<file path="src/rtl/i2cw_pkg.sv">
package i2cw_pkg;
  typedef enum logic [2:0] {
    FR_IDLE,
    FR_ADDR,
    FR_SUB,
    FR_DATA,
    FR_SKIP
  } frame_st_e;
endpackage

</file>
<file path="src/rtl/i2cw_sync.sv">
module i2cw_sync #(
  parameter int   WIDTH   = 2,
  parameter int   STAGES  = 2,
  parameter logic RST_VAL = 1'b1
) (
  input  logic             clk,
  input  logic             rst_n,
  input  logic [WIDTH-1:0] d_i,
  output logic [WIDTH-1:0] q_o
);
  logic [STAGES-1:0][WIDTH-1:0] stg_q;

  always_ff @(posedge clk or negedge rst_n) begin
    if (!rst_n) begin
      stg_q <= {STAGES{{WIDTH{RST_VAL}}}};
    end else begin
      stg_q[0] <= d_i;
      for (int s = 1; s < STAGES; s++) stg_q[s] <= stg_q[s-1];
    end
  end

  assign q_o = stg_q[STAGES-1];
endmodule

</file>
<file path="src/rtl/i2cw_bus_events.sv">
module i2cw_bus_events (
  input  logic clk,
  input  logic rst_n,
  input  logic scl_s,
  input  logic sda_s,
  output logic scl_rise,
  output logic scl_fall,
  output logic start_det,
  output logic stop_det
);
  logic scl_q, sda_q;

  always_ff @(posedge clk or negedge rst_n) begin
    if (!rst_n) begin
      scl_q <= 1'b1;
      sda_q <= 1'b1;
    end else begin
      scl_q <= scl_s;
      sda_q <= sda_s;
    end
  end

  // SDA edges only count as conditions while SCL stays high across both samples
  assign scl_rise  = ~scl_q & scl_s;
  assign scl_fall  = scl_q & ~scl_s;
  assign start_det = scl_q & scl_s & sda_q & ~sda_s;
  assign stop_det  = scl_q & scl_s & ~sda_q & sda_s;
endmodule

</file>
<file path="src/rtl/i2cw_byte_rx.sv">
module i2cw_byte_rx #(
  parameter  int DW = 8,
  localparam int CW = $clog2(DW + 1)
) (
  input  logic          clk,
  input  logic          rst_n,
  input  logic          scl_rise,
  input  logic          scl_fall,
  input  logic          start_det,
  input  logic          stop_det,
  input  logic          sda_s,
  input  logic          ack_ok,
  output logic [DW-1:0] rx_byte,
  output logic          byte_done,
  output logic          sda_oe,
  output logic [CW-1:0] bit_cnt
);
  localparam logic [CW-1:0] FULL = CW'(DW);

  logic [DW-1:0] sh_q, sh_d;
  logic [CW-1:0] cnt_q, cnt_d;
  logic          ack_q, ack_d;
  logic          aph_q, aph_d;

  always_comb begin
    sh_d      = sh_q;
    cnt_d     = cnt_q;
    ack_d     = ack_q;
    aph_d     = aph_q;
    byte_done = 1'b0;
    if (start_det || stop_det) begin
      cnt_d = '0;
      ack_d = 1'b0;
      aph_d = 1'b0;
    end else if (scl_rise && (cnt_q < FULL)) begin
      sh_d  = {sh_q[DW-2:0], sda_s};
      cnt_d = cnt_q + 1'b1;
    end else if (scl_fall && (cnt_q == FULL)) begin
      if (!aph_q) begin
        byte_done = 1'b1;
        aph_d     = 1'b1;
        ack_d     = ack_ok;
      end else begin
        aph_d = 1'b0;
        ack_d = 1'b0;
        cnt_d = '0;
      end
    end
  end

  always_ff @(posedge clk or negedge rst_n) begin
    if (!rst_n) begin
      sh_q  <= '0;
      cnt_q <= '0;
      ack_q <= 1'b0;
      aph_q <= 1'b0;
    end else begin
      sh_q  <= sh_d;
      cnt_q <= cnt_d;
      ack_q <= ack_d;
      aph_q <= aph_d;
    end
  end

  assign rx_byte = sh_q;
  assign sda_oe  = ack_q;
  assign bit_cnt = cnt_q;
endmodule

</file>
<file path="src/rtl/i2cw_frame_ctrl.sv">
module i2cw_frame_ctrl
  import i2cw_pkg::*;
#(
  parameter  int DW       = 8,
  parameter  int NUM_REGS = 4,
  parameter  int DEV_ADDR = 9,
  localparam int PW       = (NUM_REGS > 1) ? $clog2(NUM_REGS) : 1
) (
  input  logic                   clk,
  input  logic                   rst_n,
  input  logic                   start_det,
  input  logic                   stop_det,
  input  logic                   byte_done,
  input  logic [DW-1:0]          rx_byte,
  output logic                   ack_ok,
  output logic [NUM_REGS*DW-1:0] cmd_regs,
  output logic                   upd,
  output logic                   lock_q,
  output logic                   pend_q
);
  localparam logic [DW-1:0] ADDR_WR = DW'(DEV_ADDR << 1);
  localparam logic [DW-1:0] SUB_LIM = DW'(NUM_REGS);

  frame_st_e     st_q, st_d;
  logic [PW-1:0] ptr_q, ptr_d;
  logic          lock_d, pend_d;
  logic          hold_we, commit, upd_q;

  always_comb begin
    unique case (st_q)
      FR_ADDR: ack_ok = (rx_byte == ADDR_WR);
      FR_SUB:  ack_ok = (rx_byte < SUB_LIM);
      FR_DATA: ack_ok = 1'b1;
      default: ack_ok = 1'b0;
    endcase
  end

  always_comb begin
    st_d    = st_q;
    ptr_d   = ptr_q;
    lock_d  = lock_q;
    pend_d  = pend_q;
    hold_we = 1'b0;
    commit  = 1'b0;
    if (start_det) begin
      st_d = FR_ADDR;
    end else if (stop_det) begin
      st_d = FR_IDLE;
      if (pend_q && !lock_q) begin
        commit = 1'b1;
        pend_d = 1'b0;
      end
    end else if (byte_done) begin
      unique case (st_q)
        FR_ADDR: st_d = ack_ok ? FR_SUB : FR_SKIP;
        FR_SUB: begin
          if (ack_ok) begin
            st_d   = FR_DATA;
            ptr_d  = rx_byte[PW-1:0];
            lock_d = 1'b1;
          end else begin
            st_d = FR_SKIP;
          end
        end
        FR_DATA: begin
          hold_we = 1'b1;
          pend_d  = 1'b1;
          lock_d  = 1'b0;
          st_d    = FR_SKIP;
        end
        default: st_d = st_q;
      endcase
    end
  end

  always_ff @(posedge clk or negedge rst_n) begin
    if (!rst_n) begin
      st_q   <= FR_IDLE;
      ptr_q  <= '0;
      lock_q <= 1'b0;
      pend_q <= 1'b0;
      upd_q  <= 1'b0;
    end else begin
      st_q   <= st_d;
      ptr_q  <= ptr_d;
      lock_q <= lock_d;
      pend_q <= pend_d;
      upd_q  <= commit;
    end
  end

  for (genvar g = 0; g < NUM_REGS; g++) begin : g_reg
    logic [DW-1:0] hold_q, cmd_q;
    logic          hold_en;
    assign hold_en = hold_we && (ptr_q == PW'(g));
    always_ff @(posedge clk or negedge rst_n) begin
      if (!rst_n) begin
        hold_q <= '0;
        cmd_q  <= '0;
      end else begin
        if (hold_en) hold_q <= rx_byte;
        if (commit)  cmd_q  <= hold_q;
      end
    end
    assign cmd_regs[g*DW +: DW] = cmd_q;
  end

  assign upd = upd_q;
endmodule

</file>
<file path="src/rtl/i2cw_cmd_target.sv">
module i2cw_cmd_target #(
  parameter  int DW          = 8,
  parameter  int NUM_REGS    = 4,
  parameter  int DEV_ADDR    = 9,
  parameter  int SYNC_STAGES = 2,
  localparam int CW          = $clog2(DW + 1)
) (
  input  logic                   clk,
  input  logic                   rst_n,
  input  logic                   scl_i,
  input  logic                   sda_i,
  output logic                   sda_oe_o,
  output logic [NUM_REGS*DW-1:0] cmd_regs_o,
  output logic                   upd_o
);
  logic [1:0]    rs_q;
  logic          rst_sync_n;
  logic          scl_s, sda_s;
  logic          scl_rise, scl_fall, start_det, stop_det;
  logic [DW-1:0] rx_byte;
  logic          byte_done, ack_ok;
  logic [CW-1:0] bit_cnt;
  logic          lock_q, pend_q;

  always_ff @(posedge clk or negedge rst_n) begin
    if (!rst_n) rs_q <= 2'b00;
    else        rs_q <= {rs_q[0], 1'b1};
  end
  assign rst_sync_n = rs_q[1];

  i2cw_sync #(.WIDTH(2), .STAGES(SYNC_STAGES), .RST_VAL(1'b1)) u_sync (
    .clk  (clk),
    .rst_n(rst_sync_n),
    .d_i  ({scl_i, sda_i}),
    .q_o  ({scl_s, sda_s})
  );

  i2cw_bus_events u_evt (
    .clk      (clk),
    .rst_n    (rst_sync_n),
    .scl_s    (scl_s),
    .sda_s    (sda_s),
    .scl_rise (scl_rise),
    .scl_fall (scl_fall),
    .start_det(start_det),
    .stop_det (stop_det)
  );

  i2cw_byte_rx #(.DW(DW)) u_rx (
    .clk      (clk),
    .rst_n    (rst_sync_n),
    .scl_rise (scl_rise),
    .scl_fall (scl_fall),
    .start_det(start_det),
    .stop_det (stop_det),
    .sda_s    (sda_s),
    .ack_ok   (ack_ok),
    .rx_byte  (rx_byte),
    .byte_done(byte_done),
    .sda_oe   (sda_oe_o),
    .bit_cnt  (bit_cnt)
  );

  i2cw_frame_ctrl #(.DW(DW), .NUM_REGS(NUM_REGS), .DEV_ADDR(DEV_ADDR)) u_frame (
    .clk      (clk),
    .rst_n    (rst_sync_n),
    .start_det(start_det),
    .stop_det (stop_det),
    .byte_done(byte_done),
    .rx_byte  (rx_byte),
    .ack_ok   (ack_ok),
    .cmd_regs (cmd_regs_o),
    .upd      (upd_o),
    .lock_q   (lock_q),
    .pend_q   (pend_q)
  );
endmodule

</file>
<file path="config.mk">
export PLATFORM = sky130hd
export DESIGN_NAME = i2cw_cmd_target
export DESIGN_NICKNAME = d
export VERILOG_FILES = /design/src/rtl/i2cw_pkg.sv /design/src/rtl/i2cw_sync.sv /design/src/rtl/i2cw_bus_events.sv /design/src/rtl/i2cw_byte_rx.sv /design/src/rtl/i2cw_frame_ctrl.sv /design/src/rtl/i2cw_cmd_target.sv
export SDC_FILE = /design/constraint.sdc
export NUM_CORES = 1
export LEC_CHECK = 0
export CAP_MARGIN = 20
export CORE_ASPECT_RATIO = 1.25
export CORE_MARGIN = 4
export CORE_UTILIZATION = 51
export DETAILED_ROUTE_END_ITERATION = 10
export GPL_TIMING_DRIVEN = 0
export PLACE_DENSITY = 0.76
export SLEW_MARGIN = 20
export SYNTH_ARGS = -nofsm -noshare
export SYNTH_HDL_FRONTEND = slang
export SYNTH_HIERARCHICAL = 1
export SYNTH_SLANG_ARGS = --single-unit
</file>
<file path="constraint.sdc">
create_clock -name clk -period 2.8 [get_ports clk]
set_input_delay 0.56 -clock clk [delete_from_list [all_inputs] [get_ports clk]]
set_output_delay 0.56 -clock clk [all_outputs]
set_load 0.01 [all_outputs]
</file>
==> results.md <==
Clock network:
- The tree built by TritonCTS fans out to 94 sinks.
- The clock input transition at the sequential cells of the worst setup and hold paths is 0.09 ns.
- The later pin in the worst-skew pair is clocked with a latency of 0.35 ns.
- TritonCTS built the clock tree.
- The tree is rooted in a clkbuf_8.
- The H-tree level count is 3.
- The clock tree buffer depth is 2.
- TritonCTS created 9 clock buffers.

Drt:
- In the routed design, unresolved DRC markers number 0.
- The post-route antenna net violation count is 0.
- For this block, the initial DRC count from the detailed router was 98.
- Detailed routing inserted a total of 2,216 vias.
- The total wirelength of the detailed-routed design is 6.74 mm.
- The detailed-route wire length per cell is 16.7 µm.
- The mean number of vias per cell is 5.50.
- The number of detailed-routing iterations run before antenna repair is 4.

Critical path:
- The startpoint type of the worst setup path is a register.
- The library cell contributing the largest single delay on the critical path is dfstp_2.
- The critical setup path kind is reg -> reg.
- The largest fanout of any net on the critical path is 8.
- For the worst setup path, the data required time is 3.04 ns.
- Walking the worst path, the cells encountered are buf_4 > and4b_1 > or2_1 > buf_6 > nor3_4 > and4bb_4 > buf_6 > and4_4 > buf_6 > mux2_4.
- The critical path arrival is 2.87 ns.
- The buffer and inverter count on the worst path is 4.
- On the worst path, the slowest cell contributes a delay of 0.52 ns.
- The category of cells accounting for the largest share of critical-path delay is simple AND/OR/NAND/NOR gates.
- The cell occurring most often along the worst timing path is buf_6.
- The critical path endpoint category is a register.

Layout:
- In the layout the commonest cells are 87 x dfrtp_1, 55 x mux2_2, 37 x clkdlybuf4s50_1, 16 x mux2_4, 10 x nor2_1.
- From synthesis to final layout, the design area changed by 17.8%.
- Leaving out fill and tap cells, the most frequent cell in the layout is dfrtp_1.
- For this run, the number of standard cells in the final layout without fillers is 403.
- The layout has 569 filler cells.
- The total number of nets in the final design is 313.
- The proportion of layout cells with a drive suffix above 1 is 0.389.
- The number of diodes is 0.

Yosys:
- The number of flops mapped to enable cells by yosys is 0.
- The register bit count reported by yosys is 94.
- The fraction of registers with async set/reset is 1.00.
- Counting every net in the synthesized netlist gives 262.
- The area fraction in compound gates after synthesis came to 0.0363.
- The XOR/XNOR share of the synthesized area is 0.00441.
- The synthesized netlist occupies a cell area of 3970 µm².
- By area the synthesized netlist is led by dfrtp_1 55%, mux2_2 16%, mux2_4 6.1%.
- Of the total synthesized cell area, the portion taken by AND, OR, NAND and NOR gates is 0.0952.
- Of the post-synthesis cell area, the dominant cell type holds 0.555.
- The portion of netlist area occupied by mux cells is 0.225.
- The sequential element share of the synthesized area is 0.595.
- Yosys printed 6 warnings.
- The cell count after synthesis came out at 256.
- Of the total synthesized cell area, the portion taken by full adders, half adders and majority gates is 0.00631.
- The number of distinct library cells after synthesis is 50.
- The mean instance size in the synthesized netlist is 15.5 µm².
- The dominant synthesized flop cell is dfrtp_1.
- The dominant combinational cell family by area after synthesis is multiplexers.
- The synthesized design spends more area on one cell type than any other, namely dfrtp_1.

Pwr:
- In this run the power spent charging and discharging nets is 0.755 mW.
- The part of the power in combinational logic is 0.127.
- The total power density per cell area is 575 nW/µm².
- The internal portion of the total power is 1.93 mW.
- The share of power burned in registers is 0.587.
- Of the total power, the share spent switching nets is 0.281.
- The portion of total power attributed to the clock network is 0.286.
- In this run the static leakage power is 2.26 nW.
- The highest ir drop seen on vdd is 377 µV.

Timing:
- Between clock sinks in the finished design, the worst skew comes to 0.0103 ns.
- The number of max-slew violations in the final report came to 0.
- For the finished layout, the period the worst path requires is 2.63 ns.
- The final hold slack is 0.294 ns.
- The pin slew with the least headroom to its limit is 0.588 ns.
- The fmax is 380 MHz.
- The number of failing setup endpoints in the final timing report is 0.
- The worst pin sits at a relative slew slack of 0.606.
- The final worst-path cycle share is 0.940.
- Setup repair after global routing left no endpoint under its margin.
- The number of endpoints with negative hold slack in the final report is 0.

Floorplan:
- The chip height is 107 µm.
- The starting density of the core is 0.530.
- The region available for standard cell placement spans 7490 µm².
- The floorplan has 35 rows.
- For this design the top-level I/O count stands at 38.
- The horizontal die dimension is 86.9 µm.
- The die footprint is 9270 µm².

Global route:
- The first global-routing pass estimated 11.6 mm of wire.
- The overall track demand over capacity in global routing is 0.161.
- Entering global routing, the biggest net connects 60 pins.
- After global routing the overflow that remains totals 0.
- The number of global-route vias before repair is 2,268.
- The initial antenna violation count came to 0.

Placement:
- The number of port buffers is 37.
- The HPWL after detailed placement is 4.59 mm.
- Once placement completed, the tool counted placed cells totaling 386.
- At the end of routability-driven placement, the weighted congestion stood at 0.875.

Status:
- The flow ran to the end, and the final reports show no timing, DRC or antenna violations.

Hold path:
- The class of the most critical hold timing path is reg -> async.

Flow run:
- The max-capacitance violation count is 0.
==> state kept, by name, summed over array words and instances (netlist names) <==
signal and cells:
u_frame/ptr_q 2, u_rx/aph_q 1, u_frame/g.hold_q 32, u_evt/scl_q 1, rs_q 2, u_sync/q_o 2, u_sync/stg_q 2, u_frame/g.cmd_q 32
u_frame/st_q 3, u_evt/sda_q 1, u_frame/lock_q 1, u_rx/rx_byte 8, u_rx/sda_oe 1, u_frame/pend_q 1, u_rx/bit_cnt 4, u_frame/upd 1
==> kinds of logic (layout without fill, tap and decap cells) <==
kind of cell / count (synthesis) / count (layout)
flops: 94 / 94
other cells: 1 / 1
simple gates: 47 / 47
buf+inv: 18 / 73
xor+xnor: 2 / 2
mux: 74 / 74
compound gates: 18 / 18
fa+ha+maj: 2 / 2
==> cell type report <==
cell class | count | area [µm²] | area share
sequential | 94 | 2360 | 0.505
timing repair buffer | 40 | 413 | 0.0883
tap | 92 | 115 | 0.0246
multi-input combinational | 144 | 1470 | 0.315
inverter | 5 | 18.8 | 0.00401
buffer | 13 | 129 | 0.0276
clock inverter | 5 | 37.5 | 0.00803
clock buffer | 10 | 128 | 0.0273
==> path summary, 6_finish.rpt <==
kind	from	endpoint	slack [ns]	cells after the start
hold / removal	rs_q[1]	u_frame/g_reg[2].hold_q[0]	0.29	0
min in group clk	rs_q[0]	rs_q[1]	0.35	0
hold reg to reg	rs_q[1]	u_frame/g_reg[2].hold_q[0]	0.29	0
setup / recovery	u_sync/q_o[0]	u_frame/g_reg[3].hold_q[0]	0.17	10
max in group asynchronous	rs_q[1]	u_frame/g_reg[2].hold_q[6]	1.87	1
setup reg to reg	u_sync/q_o[0]	u_frame/g_reg[3].hold_q[0]	0.17	10
==> through the flow <==
step	utilization	power, mW	cell area (µm²)	setup TNS (ns)	setup slack (ns)
2_1_floorplan	-	1.82	3980	0	0.139
3_3_place_gp	0.596	1.93	4460	-0.568	-0.0720
3_5_place_dp	0.600	1.96	4490	-0.602	-0.0794
4_1_cts	0.623	2.73	4660	0	0.00300
5_1_grt	0.625	2.82	4680	0	0.0616
6_report	0.625	2.69	4680	0	0.168
==> per-layer routing <==
metal,track usage,wire length [µm],share of wire,vias to the layer above
li1,-,-,-,1019
met1,0.215,3030,0.45,1144
met2,0.253,3340,0.49,43
met3,0.0331,228,0.034,10
met4,0.0713,143,0.021,0
met5,0,0,0,-
==> synth_stat cells (2+ instances only) <==
cell	count
nand4b_1	3
ha_1	2
a21oi_1	2
inv_1	5
nand2_1	4
o31ai_1	2
mux2_1	3
dfrtp_1	88
mux2_4	16
buf_4	3
nand4_1	3
a31oi_1	2
nand3_1	2
and4b_1	3
buf_6	9
o311ai_0	2
nand4b_4	2
o2bb2ai_1	2
mux2_2	55
nor2b_1	3
nor2_1	10
dfstp_2	6
nor3_1	2
==> power by group through the flow <==
stage | registers (mW) | clock network (mW) | logic (mW)
after floorplan | 1.56 | 0 | 0.263
after global placement | 1.62 | 0 | 0.314
after detailed placement | 1.61 | 0 | 0.343
after CTS | 1.58 | 0.797 | 0.347
after global routing | 1.60 | 0.847 | 0.375
final | 1.58 | 0.769 | 0.343
==> worst reg2reg max path: cells and delay by family, from the launching register on <==
family,cells,cell delay [ns]
flip-flops,1,0.52
AND/OR/NAND/NOR,5,1.15
buffers and inverters,4,0.55
multiplexers,1,0.31
==> repair_timing <==
| action | in CTS | in global routing |
|---|---|---|
| setup endpoints to repair | 8 | 8 |
| pin swaps | 0 | 1 |
| resized for setup | 1 | 0 |
| gates cloned | 0 | 0 |
| hold buffers | 0 | 0 |
| buffers inserted | 0 | 2 |
Note: power is estimated with default switching activity, not from simulation.
